$ cat config.mk
export PLATFORM = sky130hd
export DESIGN_NAME = mem_req_arb
export DESIGN_NICKNAME = d
export VERILOG_FILES = /design/src/rtl/arb_pkg.sv /design/src/rtl/arb_prio_pick.sv /design/src/rtl/arb_addr_mux.sv /design/src/rtl/arb_burst_ctr.sv /design/src/rtl/mem_req_arb.sv
export SDC_FILE = /design/constraint.sdc
export NUM_CORES = 1
export LEC_CHECK = 0
export BUFFER_PORTS_ARGS = -buffer_cell sky130_fd_sc_hd__buf_2
export CAP_MARGIN = 20
export CORE_ASPECT_RATIO = 0.5
export CORE_MARGIN = 8
export CORE_UTILIZATION = 29
export DETAILED_ROUTE_END_ITERATION = 8
export HOLD_SLACK_MARGIN = 0.12
export PLACE_DENSITY_LB_ADDON = 0.12
export SYNTH_ARGS = -nofsm -noshare
export SYNTH_HDL_FRONTEND = slang
export SYNTH_SLANG_ARGS = --single-unit
$ cat constraint.sdc
create_clock -name clk_i -period 1.2 [get_ports clk_i]
set_input_delay 0.06 -clock clk_i [delete_from_list [all_inputs] [get_ports clk_i]]
set_output_delay 0.06 -clock clk_i [all_outputs]
set_load 0.02 [all_outputs]
$ cat src/rtl/arb_pkg.sv
package arb_pkg;
  localparam int NUM_SRC = 4;
  localparam int SRC_W   = $clog2(NUM_SRC);

  typedef enum logic [SRC_W-1:0] {
    SRC_EDGE = 2'd0,
    SRC_FEAT = 2'd1,
    SRC_WGT  = 2'd2,
    SRC_OUTF = 2'd3
  } src_e;
endpackage

$ cat src/rtl/arb_prio_pick.sv
module arb_prio_pick #(
  parameter int N     = 4,
  parameter int IDX_W = $clog2(N)
) (
  input  logic [N-1:0]     mask_i,
  output logic             any_o,
  output logic [N-1:0]     onehot_o,
  output logic [IDX_W-1:0] idx_o
);
  // lowest index wins
  for (genvar i = 0; i < N; i++) begin : g_oh
    if (i == 0) begin : g_first
      assign onehot_o[i] = mask_i[i];
    end else begin : g_rest
      assign onehot_o[i] = mask_i[i] & ~(|mask_i[i-1:0]);
    end
  end

  assign any_o = |mask_i;

  always_comb begin
    idx_o = '0;
    for (int i = 0; i < N; i++) begin
      if (onehot_o[i]) idx_o = IDX_W'(i);
    end
  end
endmodule

$ cat src/rtl/arb_addr_mux.sv
module arb_addr_mux #(
  parameter int N      = 4,
  parameter int ADDR_W = 32,
  parameter int IDX_W  = $clog2(N)
) (
  input  logic [N*ADDR_W-1:0] addr_i,
  input  logic [IDX_W-1:0]    sel_i,
  output logic [ADDR_W-1:0]   addr_o
);
  logic [ADDR_W-1:0] lane [N];

  for (genvar i = 0; i < N; i++) begin : g_lane
    assign lane[i] = addr_i[i*ADDR_W +: ADDR_W];
  end

  assign addr_o = lane[sel_i];
endmodule

$ cat src/rtl/arb_burst_ctr.sv
module arb_burst_ctr #(
  parameter int MAX_BURST = 4,
  parameter int CNT_W     = (MAX_BURST > 1) ? $clog2(MAX_BURST) : 1
) (
  input  logic clk_i,
  input  logic rst_ni,
  input  logic clr_i,
  input  logic inc_i,
  output logic last_o
);
  logic [CNT_W-1:0] cnt_q;

  assign last_o = (cnt_q == CNT_W'(MAX_BURST - 1));

  always_ff @(posedge clk_i or negedge rst_ni) begin
    if (!rst_ni)      cnt_q <= '0;
    else if (clr_i)   cnt_q <= '0;
    else if (inc_i)   cnt_q <= cnt_q + 1'b1;
  end
endmodule

$ cat src/rtl/mem_req_arb.sv
module mem_req_arb
  import arb_pkg::*;
#(
  parameter int ADDR_W    = 32,
  parameter int MAX_BURST = 4
) (
  input  logic                      clk_i,
  input  logic                      rst_ni,
  input  logic [NUM_SRC-1:0]        req_valid_i,
  input  logic [NUM_SRC*ADDR_W-1:0] req_addr_i,
  output logic [NUM_SRC-1:0]        req_ready_o,
  output logic                      mem_valid_o,
  input  logic                      mem_ready_i,
  output logic [ADDR_W-1:0]         mem_addr_o,
  output logic [SRC_W-1:0]          mem_src_o
);
  logic [NUM_SRC-1:0] snap_q, snap_d;
  logic [NUM_SRC-1:0] cur_oh;
  logic [SRC_W-1:0]   cur_idx;
  logic               active, cur_valid, fire, burst_last, done;

  arb_prio_pick #(.N(NUM_SRC), .IDX_W(SRC_W)) u_pick (
    .mask_i   (snap_q),
    .any_o    (active),
    .onehot_o (cur_oh),
    .idx_o    (cur_idx)
  );

  arb_addr_mux #(.N(NUM_SRC), .ADDR_W(ADDR_W), .IDX_W(SRC_W)) u_mux (
    .addr_i (req_addr_i),
    .sel_i  (cur_idx),
    .addr_o (mem_addr_o)
  );

  assign cur_valid   = |(req_valid_i & cur_oh);
  assign mem_valid_o = active & cur_valid;
  assign mem_src_o   = cur_idx;
  assign fire        = mem_valid_o & mem_ready_i;
  assign req_ready_o = cur_oh & {NUM_SRC{active & mem_ready_i}};

  // stream retires on cap or when it runs dry
  assign done = (fire & burst_last) | (active & ~cur_valid);

  arb_burst_ctr #(.MAX_BURST(MAX_BURST)) u_ctr (
    .clk_i  (clk_i),
    .rst_ni (rst_ni),
    .clr_i  (done),
    .inc_i  (fire & ~burst_last),
    .last_o (burst_last)
  );

  always_comb begin
    snap_d = snap_q;
    if (!active)   snap_d = req_valid_i;
    else if (done) snap_d = snap_q & ~cur_oh;
  end

  always_ff @(posedge clk_i or negedge rst_ni) begin
    if (!rst_ni) snap_q <= '0;
    else         snap_q <= snap_d;
  end
endmodule

==> impl_metrics.py <==
metrics = {
    "status": {
        "status": "finished with violations",
        "violations": "negative setup slack",
    },
    "synthesis": {
        "ys_top_cells_by_count": "33 x o21ai_1, 32 x mux2i_1, 32 x o221ai_1, 9 x buf_2, 6 x dfrtp_1",
        "ys_ff_latch": 6,
        "synth_area_leader_cell": "mux2i_1",
        "syn_inst": 158,
        "synth_cell_types": 31,
        "ys_seq_area_frac": 0.113,
        "synth-main-ff-cell": "dfrtp_1",
        "synth.top_cell.area_share": 0.242,
        "syn-num-nets": 294,
        "synth-async-reset-ratio": 1.00,
        "synthTopCellsByArea": "mux2i_1 24%, o221ai_1 21%, o21ai_1 12%",
        "syn_avg_cell_area_um2": 8.38,
        "synth_edf_count": 0,
        "synth_warnings": 0,
        "yosysMostFrequentCell": "o21ai_1",
        "synth_area_um2": 1320,
    },
    "grt": {
        "grt_pass1_wl_um": 11300,
        "use_met3": 0.0468,
        "grt_usage": 0.186,
        "grt_util_met2": 0.388,
        "grt_max_degree": 31,
        "antenna_found_initial": 0,
        "grt_use_met1": 0.187,
        "top_usage_layer": "met2",
        "grt_pass1_vias": 2299,
        "grt_overflow_total": 0,
    },
    "clocking": {
        "clk_pin_slew_worst_paths_ns": 0.04,
        "clock_path_buffers": 2,
        "cts-buffers-inserted": 3,
        "cts-root-buf": "clkbuf_8",
        "cts_htree_levels": 1,
        "cts_sinks": 6,
        "cts_tree": "done",
        "clock_latency_ns": 0.23,
    },
    "setup_path": {
        "critPathArrivalTime_ns": 1.76,
        "r2r_cells": 6,
        "crit_slowest_cell": "dfrtp_2",
        "max_stage_delay_ns": 0.43,
        "crit_family": "buffers and inverters",
        "path_max_fanout": 15,
        "cp-start-kind": "register",
        "endpoint_kind": "primary output",
        "r2r_slack_ns": -0.28,
        "path_buf_inv": 3,
        "worstPathCellList": "nor2b_4 -> o21bai_4 -> buf_4 -> clkbuf_16 -> o221ai_1 -> o21ai_2 -> buf_6",
        "worstPathRequired_ns": 1.14,
        "worstSetupPathType": "reg -> out",
        "worstReg2RegEnd": "u_ctr.cnt_q[1]",
        "timing.rr.start": "snap_q[1]",
    },
    "die": {
        "ios": 174,
        "initial_core_util": 0.301,
        "die_w_um": 112,
        "die_h_um": 63.8,
        "die-area_um2": 7110,
        "core-area_um2": 4400,
        "rows": 17,
    },
    "layout": {
        "seq_area_um2": 154,
        "drive_gt1_frac": 0.896,
        "syn2layout_area_growth_pct": 186,
        "multi_input_area_um2": 1940,
        "fillCellCount": 237,
        "finalNetCount": 493,
        "diodes": 0,
    },
    "drt": {
        "drt_pass1_iterations": 4,
        "viasPerCell": 5.53,
        "drtIter0Drc": 134,
        "avgRoutedWirePerCell_um": 20.8,
        "drc": 0,
        "totalWireLength_um": 8600,
        "vias": 2284,
        "ant_nets": 0,
    },
    "sta": {
        "finalClockSkew_ns": 0.00411,
        "final.setup.tns_ns": -21.08,
        "worst_pin_slew_ns": 0.239,
        "setup_ws_ns": -0.619,
        "hold_viol_final": 0,
        "relSlewSlack": 0.836,
        "max_freq_mhz": 550,
        "fin_crit_sh": 1.52,
        "post-route-min-period_ns": 1.82,
        "rsz0062_at_grt": "yes",
        "setup_viol": 41,
        "slew_violations": 0,
    },
    "pwr": {
        "powerDensity_nw_per_um2": 3750,
        "max-vdd-ir-drop_mv": 1.93,
        "power_mw": 14.2,
        "power_leakage_nw": 1.63,
    },
    "placement": {
        "dp_hpwl_um": 5660,
        "preCtsSetupSlack_ns": -0.375,
        "port_buffers": 173,
        "gp_congestion": 0.772,
    },
    "worst_hold_path": {
        "min_path_type": "in -> reg",
        "min_path_cells": 2,
        "min_from": "req_valid_i[1]",
        "min_to": "snap_q[1]",
    },
    "run": {
        "maxCapViolCount": 0,
    },
}
[cell usage in the layout, fill, tap and decap left out, drive strengths merged, types with 2 or more instances in the layout]
cell / instances
inv: 4
mux2i: 32
nor2b: 3
nor2: 4
dlygate4sd3: 3
o221ai: 32
dfrtp: 6
and3: 2
nand2: 2
clkbuf: 8
o21ai: 35
a32o: 5
a21o: 2
buf: 206
a31oi: 2
and2: 2
[worst max-delay path by stage]
stage	endpoint	slack, ns	start	cells after the start
after floorplan	mem_addr_o[10]	-0.20	snap_q[3]	6
after global placement	mem_addr_o[24]	-0.33	snap_q[3]	6
after detailed placement	mem_addr_o[24]	-0.37	snap_q[3]	6
after CTS	mem_addr_o[25]	-0.62	snap_q[3]	6
after global routing	mem_addr_o[26]	-0.68	snap_q[3]	7
final	mem_addr_o[22]	-0.62	snap_q[2]	7
[registers in the layout (all words and copies together), names as in the netlist]
signal       flops
snap_q           4
u_ctr.cnt_q      2
[report_power, final]
| part | switching [mW] | internal (mW) | total [mW] | leakage (nW) |
|---|---|---|---|---|
| logic | 6.77 | 6.71 | 13.5 | 1.53 |
| registers | 0.0962 | 0.305 | 0.401 | 0.0731 |
| clock network | 0.105 | 0.230 | 0.335 | 0.0228 |
| total | 6.97 | 7.24 | 14.2 | 1.63 |
[area by class of cell]
class,count,share of cell area
flip-flops and latches,6,0.0406
repair buffers,213,0.412
multi-input cells,129,0.512
clock buffers,4,0.0119
well taps,57,0.0188
inverters,4,0.00462
[timing repair]
action | 4_1_cts | 5_1_grt
endpoints found under the hold margin | 8 | 0
setup endpoints to repair | 40 | 45
resized for setup | 44 | 84
pin swaps | 5 | 16
setup buffers | 6 | 6
hold buffers | 3 | 0
cloned | 1 | 4
[through the flow]
step,util,instances,area (µm²),hold slack (ns)
2_1_floorplan,-,158,1900,-0.236
3_3_place_gp,0.652,390,2870,-0.104
3_5_place_dp,0.652,390,2870,-0.104
4_1_cts,0.725,404,3190,0.126
5_1_grt,0.861,413,3790,0.133
6_report,0.861,413,3790,0.129
[metal layers]
metal / vias up / part of all wire
met4: 0 / 0.0049
met2: 92 / 0.58
met3: 4 / 0.061
met1: 1120 / 0.35
li1: 1068 / -
met5: - / 0
[cells by family (layout without fill, tap and decap cells)]
kind of cell               after synthesis  count (layout)  share of synthesized area
DFF                                      6               6                      0.113
muxes                                   32              32                      0.242
AOI/OAI and AO/OA                       80              80                      0.435
adders and majority gates                1               1                    0.00945
buffers and inverters                   23             221                      0.130
and+or+nand+nor                         16              16                     0.0699
Note: power is estimated with default switching activity, not from simulation.
